## config.mk

```make
export PLATFORM = sky130hd
export DESIGN_NAME = adcseq_top
export DESIGN_NICKNAME = d
export VERILOG_FILES = /design/src/rtl/adcseq_pkg.sv /design/src/rtl/adcseq_dp.sv /design/src/rtl/adcseq_ctrl.sv /design/src/rtl/adcseq_top.sv
export SDC_FILE = /design/constraint.sdc
export NUM_CORES = 1
export LEC_CHECK = 0
export ABC_AREA = 1
export BUFFER_PORTS_ARGS = -buffer_cell sky130_fd_sc_hd__buf_2
export CORE_ASPECT_RATIO = 1.25
export CORE_MARGIN = 10
export CORE_UTILIZATION = 55
export DETAILED_ROUTE_END_ITERATION = 6
export GPL_TIMING_DRIVEN = 0
export PLACE_DENSITY_LB_ADDON = 0.3
export RECOVER_POWER = 100
export SYNTH_ARGS = -nofsm -noshare
export SYNTH_HDL_FRONTEND = slang
export SYNTH_SLANG_ARGS = --single-unit
```

## constraint.sdc

```tcl
create_clock -name clk -period 1.8 [get_ports clk]
set_clock_uncertainty 0.05 [all_clocks]
set_input_delay 0 -clock clk [delete_from_list [all_inputs] [get_ports clk]]
set_output_delay 0 -clock clk [all_outputs]
set_load 0.02 [all_outputs]
```

## src/rtl/adcseq_pkg.sv

```systemverilog
package adcseq_pkg;
  localparam int CH_COUNT = 8;
  localparam int CH_W     = $clog2(CH_COUNT);
  localparam int BYTE_W   = 8;

  // positions in the low byte of the control word
  localparam int BIT_AUTO   = 0;
  localparam int BIT_SRST   = 1;
  localparam int BIT_ACLR   = 2;
  localparam int BIT_APOL   = 3;
  localparam int BIT_EXTREF = 4;
  localparam int BIT_TEMP   = 7;

  typedef enum logic [1:0] {SEQ_IDLE, SEQ_ISSUE, SEQ_WAIT} seqState_t;

  // strobes from control to datapath
  typedef struct packed {
    logic loadMask;
    logic pickLowest;
    logic pickHigher;
    logic tempAck;
    logic setErr;
  } seqCmd_t;

  // status from datapath to control
  typedef struct packed {
    logic cmdMaskAny;
    logic cmdAuto;
    logic actAuto;
    logic hasHigher;
    logic cmdDirty;
    logic tempPend;
    logic softRst;
  } seqStat_t;
endpackage

```

## src/rtl/adcseq_dp.sv

```systemverilog
module adcseq_dp
  import adcseq_pkg::*;
#(
  parameter int TEMP_PERIOD = 1000000
) (
  input  logic                clk,
  input  logic                rstN,
  input  logic                wrStb,
  input  logic [BYTE_W-1:0]   wrData,
  input  seqCmd_t             ctl,
  output seqStat_t            stat,
  output logic [CH_W-1:0]     chanIdx,
  output logic                extRefSel,
  output logic                alertPolLow,
  output logic                alertClr,
  output logic                emptyErr
);
  localparam int TW = (TEMP_PERIOD > 2) ? $clog2(TEMP_PERIOD) : 1;

  logic [BYTE_W-1:0]   hiByte;
  logic                bytePhase;
  logic [CH_COUNT-1:0] cmdMask;
  logic                cmdAuto, cmdAclr, cmdApol, cmdExt, cmdTemp;
  logic                cmdDirty;
  logic [CH_COUNT-1:0] actMask;
  logic                actAuto;
  logic [CH_W-1:0]     curIdx;
  logic [TW-1:0]       tempCnt;
  logic                tempPend;
  logic                errFlag;

  logic                softRst, commit, tempWrap;
  logic [CH_COUNT-1:0] srcMask, aboveMask;
  logic [CH_W-1:0]     lowIdx, highIdx;

  function automatic logic [CH_W-1:0] lowestIdx(input logic [CH_COUNT-1:0] m);
    logic [CH_W-1:0] r;
    r = '0;
    for (int i = CH_COUNT - 1; i >= 0; i--) begin
      if (m[i]) r = CH_W'(i);
    end
    return r;
  endfunction

  assign softRst  = wrStb && bytePhase && wrData[BIT_SRST];
  assign commit   = wrStb && bytePhase && !wrData[BIT_SRST];
  assign tempWrap = cmdTemp && (tempCnt == TW'(TEMP_PERIOD - 1));

  assign srcMask = ctl.loadMask ? cmdMask : actMask;
  assign lowIdx  = lowestIdx(srcMask);

  for (genvar g = 0; g < CH_COUNT; g++) begin : g_above
    assign aboveMask[g] = actMask[g] && (CH_W'(g) > curIdx);
  end
  assign highIdx = lowestIdx(aboveMask);

  // byte assembly and control word
  always_ff @(posedge clk or negedge rstN) begin
    if (!rstN) begin
      hiByte    <= '0;
      bytePhase <= 1'b0;
      cmdMask   <= '0;
      {cmdAuto, cmdAclr, cmdApol, cmdExt, cmdTemp} <= '0;
      cmdDirty  <= 1'b0;
    end else if (softRst) begin
      hiByte    <= '0;
      bytePhase <= 1'b0;
      cmdMask   <= '0;
      {cmdAuto, cmdAclr, cmdApol, cmdExt, cmdTemp} <= '0;
      cmdDirty  <= 1'b0;
    end else begin
      if (ctl.loadMask) cmdDirty <= 1'b0;
      if (wrStb && !bytePhase) begin
        hiByte    <= wrData;
        bytePhase <= 1'b1;
      end
      if (commit) begin
        bytePhase <= 1'b0;
        cmdMask   <= hiByte;
        cmdAuto   <= wrData[BIT_AUTO];
        cmdAclr   <= wrData[BIT_ACLR];
        cmdApol   <= wrData[BIT_APOL];
        cmdExt    <= wrData[BIT_EXTREF];
        cmdTemp   <= wrData[BIT_TEMP];
        cmdDirty  <= 1'b1;
      end
    end
  end

  // active sequence state
  always_ff @(posedge clk or negedge rstN) begin
    if (!rstN) begin
      actMask <= '0;
      actAuto <= 1'b0;
      curIdx  <= '0;
      errFlag <= 1'b0;
    end else if (softRst) begin
      actMask <= '0;
      actAuto <= 1'b0;
      curIdx  <= '0;
      errFlag <= 1'b0;
    end else begin
      if (ctl.loadMask) begin
        actMask <= cmdMask;
        actAuto <= cmdAuto;
      end
      if (ctl.pickLowest)      curIdx <= lowIdx;
      else if (ctl.pickHigher) curIdx <= highIdx;
      if (ctl.setErr) errFlag <= 1'b1;
    end
  end

  // background temperature interval
  always_ff @(posedge clk or negedge rstN) begin
    if (!rstN) begin
      tempCnt  <= '0;
      tempPend <= 1'b0;
    end else if (softRst || !cmdTemp) begin
      tempCnt  <= '0;
      tempPend <= 1'b0;
    end else begin
      tempCnt  <= tempWrap ? '0 : tempCnt + 1'b1;
      tempPend <= (tempPend && !ctl.tempAck) || tempWrap;
    end
  end

  always_comb begin
    stat            = '0;
    stat.cmdMaskAny = |cmdMask;
    stat.cmdAuto    = cmdAuto;
    stat.actAuto    = actAuto;
    stat.hasHigher  = |aboveMask;
    stat.cmdDirty   = cmdDirty;
    stat.tempPend   = tempPend;
    stat.softRst    = softRst;
  end

  assign chanIdx     = curIdx;
  assign extRefSel   = cmdExt;
  assign alertPolLow = cmdApol;
  assign alertClr    = cmdAclr;
  assign emptyErr    = errFlag;
endmodule

```

## src/rtl/adcseq_ctrl.sv

```systemverilog
module adcseq_ctrl
  import adcseq_pkg::*;
(
  input  logic     clk,
  input  logic     rstN,
  input  logic     startReq,
  input  logic     convDone,
  input  seqStat_t stat,
  output seqCmd_t  ctl,
  output logic     convStart,
  output logic     tempTick
);
  seqState_t state, nxt;

  always_comb begin
    ctl         = '0;
    nxt         = state;
    convStart   = 1'b0;
    tempTick    = stat.tempPend && (state != SEQ_WAIT);
    ctl.tempAck = tempTick;
    unique case (state)
      SEQ_IDLE: begin
        ctl.loadMask = 1'b1;
        if (stat.cmdMaskAny && (startReq || stat.cmdAuto)) begin
          ctl.pickLowest = 1'b1;
          nxt = SEQ_ISSUE;
        end else if (startReq && !stat.cmdMaskAny) begin
          ctl.setErr = 1'b1;
        end
      end
      SEQ_ISSUE: begin
        if (!stat.tempPend) begin
          convStart = 1'b1;
          nxt = SEQ_WAIT;
        end
      end
      SEQ_WAIT: begin
        if (convDone) begin
          if (stat.cmdDirty) begin
            ctl.loadMask = 1'b1;
            if (stat.cmdMaskAny) begin
              ctl.pickLowest = 1'b1;
              nxt = SEQ_ISSUE;
            end else begin
              nxt = SEQ_IDLE;
            end
          end else if (stat.hasHigher) begin
            ctl.pickHigher = 1'b1;
            nxt = SEQ_ISSUE;
          end else if (stat.actAuto) begin
            ctl.pickLowest = 1'b1;
            nxt = SEQ_ISSUE;
          end else begin
            nxt = SEQ_IDLE;
          end
        end
      end
      default: nxt = SEQ_IDLE;
    endcase
  end

  always_ff @(posedge clk or negedge rstN) begin
    if (!rstN)             state <= SEQ_IDLE;
    else if (stat.softRst) state <= SEQ_IDLE;
    else                   state <= nxt;
  end
endmodule

```

## src/rtl/adcseq_top.sv

```systemverilog
module adcseq_top
  import adcseq_pkg::*;
#(
  parameter int TEMP_PERIOD = 1000000
) (
  input  logic              clk,
  input  logic              rstN,
  input  logic              wrStb,
  input  logic [BYTE_W-1:0] wrData,
  input  logic              startReq,
  input  logic              convDone,
  input  logic              alertRaw,
  output logic [CH_W-1:0]   chanIdx,
  output logic              convStart,
  output logic              tempTick,
  output logic              extRefSel,
  output logic              alertPin,
  output logic              alertClr,
  output logic              emptyErr
);
  seqCmd_t  ctl;
  seqStat_t stat;
  logic     alertPolLow;

  adcseq_ctrl u_ctrl (
    .clk(clk), .rstN(rstN), .startReq(startReq), .convDone(convDone),
    .stat(stat), .ctl(ctl), .convStart(convStart), .tempTick(tempTick)
  );

  adcseq_dp #(.TEMP_PERIOD(TEMP_PERIOD)) u_dp (
    .clk(clk), .rstN(rstN), .wrStb(wrStb), .wrData(wrData), .ctl(ctl),
    .stat(stat), .chanIdx(chanIdx), .extRefSel(extRefSel),
    .alertPolLow(alertPolLow), .alertClr(alertClr), .emptyErr(emptyErr)
  );

  assign alertPin = alertRaw ^ alertPolLow;
endmodule

```

* Yosys cells after proc, flatten, opt, wreduce, memory -nomap -nowiden
Cells that the tools add are included.
** Storage, ports and cells
- Bits in registers :: 59
- Output and inout bits :: 9
- Logic and storage cells :: 142
** Operators by class
- Add/sub/neg operators :: 1
- Magnitude comparators :: 8
- Eq/ne operators :: 7
- Mux-type cells :: 73
- Bitwise gates (word level) :: 1
- Reduce and logical (&&, ||, !) cells :: 36
** Operators with widths (number)
- 3-bit two-way mux :: 20
- 8-bit two-way mux :: 6
- 20-bit two-way mux :: 2
- 1-bit two-way mux :: 38
- 20-bit by 1-bit adder with 20-bit output, second input constant :: 1
- 20-bit equality test, second input constant :: 1
- 1-bit logical AND :: 17
- 8-bit OR reduction :: 2
- 3-bit greater-than comparator, first input constant :: 4
- 2-bit two-way mux :: 5
- 3-bit nonzero test :: 3
- 2-bit nonzero test :: 4
- 1-bit by 3-bit greater-than comparator with 1-bit output, first input constant :: 2
- 2-bit by 3-bit greater-than comparator with 1-bit output, first input constant :: 2
- 2-bit case mux with 3 select lines :: 1
- 1-bit zero test :: 5
- 2-bit case mux with 2 select lines :: 1
- 1-bit logical OR :: 3
- 3-bit by 1-bit inequality test with 1-bit output, second input constant :: 1
- 3-bit by 2-bit inequality test with 1-bit output, second input constant :: 1
- 3-bit inequality test, second input constant :: 1
- 3-bit AND reduction :: 1
- 2-bit by 1-bit equality test with 1-bit output, second input constant :: 1
- 2-bit equality test, second input constant :: 1
- 3 further kinds :: 3

* Depth between registers and ports, before layout
- Depth after elaboration :: 18
- Mapped depth :: 15
- Mapped depth without buffers :: 15

* By module
From an unflattened synthesis, not the netlist that was laid out.
** Unflattened totals
- Cells, all modules :: 404
- Area, all modules :: 3123.0 um^2
** By module, submodules not included
- adcseq_dp :: times used 1, cells each 358, area each 2877.8 um^2, seq. area each 1426.4 um^2
- adcseq_ctrl :: times used 1, cells each 41, area each 226.5 um^2, seq. area each 50.0 um^2
- adcseq_top :: times used 1, cells each 5, area each 18.8 um^2, seq. area each 0.0 um^2

* Worst setup path after synthesis
Ideal clock, no wire load.
- Kind :: register to register
- From :: register u_dp.curIdx[1] (netlist: u_dp.chanIdx[1])
- To :: register u_dp.curIdx[1] (netlist: u_dp.chanIdx[1])
- Setup time :: 117 ps
- Arrival time :: 1446 ps
- Required time :: 1633 ps
- Slack :: 187 ps
- Stages on the path, launching flop included :: 14
- Path buffers :: 0
- Period minus slack after synthesis :: 1613 ps
- Cells stage by stage :: dfrtp_1 > nand2_1 > o21ai_1 > nand2_1 > nor2_2 > nand2_1 > nand2_1 > nand2_1 > nand2_2 > inv_2 > nand2_1 > nand2_1 > nand2_1 > nand2_1
** Between the ends
- Word-level cells in the longest chain between the ends :: 13
** RTL lines
- from (decl) :: line adcseq_dp.sv:27 : logic [CH_W-1:0] curIdx;
- from (signal assigned) :: line adcseq_dp.sv:107 : if (ctl.pickLowest) curIdx <= lowIdx;
- from (signal assigned) :: line adcseq_dp.sv:108 : else if (ctl.pickHigher) curIdx <= highIdx;
- 3-bit greater-than comparator :: line adcseq_dp.sv:53 : assign aboveMask[g] = actMask[g] && (CH_W'(g) > curIdx);
- 1-bit logical AND :: line adcseq_dp.sv:53
- 3-bit two-way mux (8 in a row) :: line adcseq_dp.sv:40 : if (m[i]) r = CH_W'(i);
- 3-bit two-way mux :: line adcseq_dp.sv:108
- 3-bit two-way mux :: line adcseq_dp.sv:107
- 3-bit two-way mux :: line adcseq_dp.sv:97 : end else if (softRst) begin
Parallel ways exist; a longest one is shown, timed or not. The select of a mux whose other input is x is not followed.
A chain may end at the register's enable or synchronous reset.

* Worst setup path after layout
- From :: register u_dp.tempCnt[0]
- To :: register u_dp.tempCnt[16]
** Between the ends
- Word-level cells in the longest chain between the ends :: 4
** RTL lines
- from (decl) :: line adcseq_dp.sv:28 : logic [TW-1:0] tempCnt;
- from (signal assigned) :: line adcseq_dp.sv:122 : tempCnt <= tempWrap ? '0 : tempCnt + 1'b1;
- branches (longest 2 deep; another with 20-bit by 1-bit adder with 20-bit output)
- 20-bit two-way mux * :: line adcseq_dp.sv:122
- 20-bit two-way mux * :: line adcseq_dp.sv:118 : end else if (softRst || !cmdTemp) begin
Every way passes the cells marked *.

==> metrics <==
insertion delay to the later sink of the worst-skew pair 340 ps; Leakage about 0.0018 uW; Final HPWL DP 4.671 mm; setup repair after global routing missed its margin yes; CTS root buf sky130_fd_sc_hd__clkbuf_8; Total Die Area 0.008744 mm2; count of warnings emitted by yosys 0; All-Layer GR Usage 0.1636; total overflow reported by the global router 0; Hold Violations, Final 0; dominant cells by area after synthesis sky130_fd_sc_hd__dfrtp_1 (50%), sky130_fd_sc_hd__nand2_1 (9.8%), sky130_fd_sc_hd__inv_1 (7.0%); overall die height 102.1 um; crit share post-route 0.9799; number of optimization iterations in the first detailed-route pass 4; VDD IR max 0.7437 mV; Synth-to-Final Area Change 22.29%; Min-Delay Path Class primary input to async pin; number of levels the H-tree was split into 3; core occupancy in the finished layout 0.7035; CP Max Fanout 4; WS Path Type register to register; dpl cell area roughly 0.0032 mm2; run status finished clean; Tmin final 1764 ps; Initial Util 0.5753; remaining design rule violation count 0; register clock-pin slew on the reported worst setup and hold paths 60 ps; Worst Max-Slew Pin Slew between 700 and 800 ps; post-synthesis cell type with the largest combined area sky130_fd_sc_hd__dfrtp_1; Setup-failing EPs final 0; TritonCTS clock tree built; Detailed Route WL between 6 and 7 mm; arrival time worst endpoint 1970 ps; leading register cell type out of synthesis sky130_fd_sc_hd__dfrtp_1; top cell type's share of synthesized area 0.4981; number of slew-limit violations in the final report 0; vias in the first global route about 2,600; netlist area before placement 0.002964 mm2; antenna violations before repair 0; worst slack at placement -32.58 ps; DRT iter0 DRCs 173; wire length per cell after detailed routing 14.27 um; total of buffers placed on input and output ports 22; fin cells 489; power density relative to cell area 1340 mW/mm2; Worst EP required approximately 2000 ps; die width 85.66 um; crit end category register; final worst hold slack 221.0 ps; layout cell share with drive strength beyond 1 0.1803; total number of vias between 2,000 and 3,000; share of synthesized flip-flops with an asynchronous set or reset 1.000; register bit count reported by yosys 59; placeable core region 0.005152 mm2; # nets final 437; timing-limited maximum frequency around 570 MHz; setup slack of the critical path after layout 36.14 ps; number of top-level pins 23; share of synthesized area occupied by flip-flops and latches 0.4981; startpoint type of the worst setup path register; net count after synthesis roughly 380; number of standard-cell rows in the floorplan 29; global-route wire length before repair 11.71 mm; Yosys cell types 37; number of synthesized flops with an enable pin 0; cell count after placement 450; final design area excluding fillers 0.003625 mm2; number of maximum-capacitance constraint violations 0; drt via density 5.364; Max-Slew Margin vs Limit 0.5083; TritonCTS Buffers 9; count of antenna diodes in the layout 0; antenna viol nets, final 0; fillers approximately 400; Post-Syn Instances between 300 and 400; maximum root-to-sink buffer count 2; maximum number of pins on one net before global-route repair 60; synthesized area per cell 8.099 um2; final RePlAce weighted congestion 0.8637; count of clock tree sinks 59
[layout by cell type, fill, tap and decap left out, types with 3 or more instances in the layout]
master,n
sky130_fd_sc_hd__nand2_1,74
sky130_fd_sc_hd__dfrtp_1,58
sky130_fd_sc_hd__inv_1,54
sky130_fd_sc_hd__nor2_1,37
sky130_fd_sc_hd__nand3_1,21
sky130_fd_sc_hd__buf_2,14
sky130_fd_sc_hd__o22ai_1,14
sky130_fd_sc_hd__dlygate4sd3_1,14
sky130_fd_sc_hd__a21oi_1,12
sky130_fd_sc_hd__clkbuf_1,12
sky130_fd_sc_hd__buf_4,11
sky130_fd_sc_hd__o21ai_0,11
sky130_fd_sc_hd__clkbuf_8,11
sky130_fd_sc_hd__nand4_1,9
sky130_fd_sc_hd__nor3_1,9
sky130_fd_sc_hd__inv_2,6
sky130_fd_sc_hd__xor2_1,6
sky130_fd_sc_hd__o21ai_2,5
sky130_fd_sc_hd__nand2_2,4
sky130_fd_sc_hd__nor3_2,4
sky130_fd_sc_hd__o21ai_1,4
sky130_fd_sc_hd__nor4_1,3
sky130_fd_sc_hd__nand2_4,3
sky130_fd_sc_hd__nor2_2,3
sky130_fd_sc_hd__a31oi_1,3
[repair_timing]
item | in CTS | in global routing
hold buffers | 14 | 0
pin swaps | 0 | 7
buffers inserted | 0 | 9
hold endpoints to repair | 75 | 0
endpoints found under the setup margin | 15 | 23
resized for setup | 2 | 23
[power by group]
group	internal [uW]	total, uW	switching [uW]
Clock	572	1070	502
Combinational	760	2020	1260
Sequential	1580	1770	184
Total	2910	4860	1940
[cell families after synthesis]
group / synth area share
adders and majority gates: 0.004221
and+or+nand+nor: 0.2824
buffers and inverters: 0.08780
DFF: 0.4981
xor gates and xnor gates: 0.02364
AOI/OAI and AO/OA: 0.1038
[flip-flops by register name, summed over array words and instances, names as in the netlist, 2 cells and up]
signal        count
u_ctrl.state      2
u_dp.actMask      8
u_dp.chanIdx      3
u_dp.cmdMask      8
u_dp.hiByte       8
u_dp.tempCnt     20
[cell type report]
type                       count  area, um2  area share
buffer                         4      31.28    0.008630
inverter                      61      229.0     0.06317
clock inverter                 2      10.01    0.002761
tap                           62      77.57     0.02140
multi-input combinational    242       1326      0.3659
sequential                    59       1478      0.4077
clock buffer                  14      162.7     0.04487
timing repair buffer          45      310.3     0.08561
[per-stage QoR]
| step | total power, uW | setup TNS (ps) |
|---|---|---|
| 2_1_floorplan | 3149 | 0 |
| 5_1_grt | 5230 | -200.7 |
| 3_3_place_gp | 3534 | -482.2 |
| 3_5_place_dp | 3588 | -196.2 |
| 4_1_cts | 4684 | 0 |
| 6_report | 4857 | 0 |
[per-layer routing]
metal	routed length (um)	share of wire	up-vias	GRT usage
met2	3644	0.52	42	0.2921
li1	-	-	1297	-
met3	233	0.033	14	0.02946
met5	0	0	-	0
met4	153	0.022	0	0.07995
met1	2945	0.42	1270	0.1831
[Yosys cell counts (2+ instances only)]
| cell | n |
|---|---|
| sky130_fd_sc_hd__nand2_1 | 77 |
| sky130_fd_sc_hd__dfrtp_1 | 59 |
| sky130_fd_sc_hd__inv_1 | 55 |
| sky130_fd_sc_hd__nor2_1 | 39 |
| sky130_fd_sc_hd__nand3_1 | 22 |
| sky130_fd_sc_hd__o22ai_1 | 14 |
| sky130_fd_sc_hd__a21oi_1 | 12 |
| sky130_fd_sc_hd__o21ai_0 | 12 |
| sky130_fd_sc_hd__nand4_1 | 9 |
| sky130_fd_sc_hd__nor3_1 | 9 |
| sky130_fd_sc_hd__xor2_1 | 6 |
| sky130_fd_sc_hd__inv_2 | 5 |
| sky130_fd_sc_hd__nor3_2 | 5 |
| sky130_fd_sc_hd__o21ai_1 | 5 |
| sky130_fd_sc_hd__a31oi_1 | 3 |
| sky130_fd_sc_hd__nor2_2 | 3 |
| sky130_fd_sc_hd__nor4_1 | 3 |
| sky130_fd_sc_hd__o21ai_2 | 3 |
| sky130_fd_sc_hd__and2_1 | 2 |
| sky130_fd_sc_hd__nand2_2 | 2 |
| sky130_fd_sc_hd__nand2_4 | 2 |
| sky130_fd_sc_hd__o21a_1 | 2 |
| sky130_fd_sc_hd__or2_2 | 2 |
| sky130_fd_sc_hd__xnor2_1 | 2 |
[worst max-delay path, stage by stage (launching register included)]
cell                      delay (ps)
sky130_fd_sc_hd__dfrtp_1         400
sky130_fd_sc_hd__ha_4            170
sky130_fd_sc_hd__nand3_4         110
sky130_fd_sc_hd__nor3_4          220
sky130_fd_sc_hd__nand2_2         110
sky130_fd_sc_hd__nor2_4          150
sky130_fd_sc_hd__nand2_2         100
sky130_fd_sc_hd__nor3_2          130
sky130_fd_sc_hd__nor2_1           70
sky130_fd_sc_hd__nor3_1          170
[final timing paths]
path,startpoint,endpoint,slack (ps),depth (start not counted)
min,rstN,u_dp.actMask[5],220,2
min reg2reg,u_dp.extRefSel,u_dp.extRefSel,440,2
max,u_dp.tempCnt[0],u_dp.tempCnt[16],40,9
max reg2reg,u_dp.tempCnt[0],u_dp.tempCnt[16],40,9
min in group clk,alertRaw,alertPin,260,3
max in group asynchronous,rstN,u_dp.chanIdx[1],960,2
No activity file was read; power rests on OpenSTA's default activity.
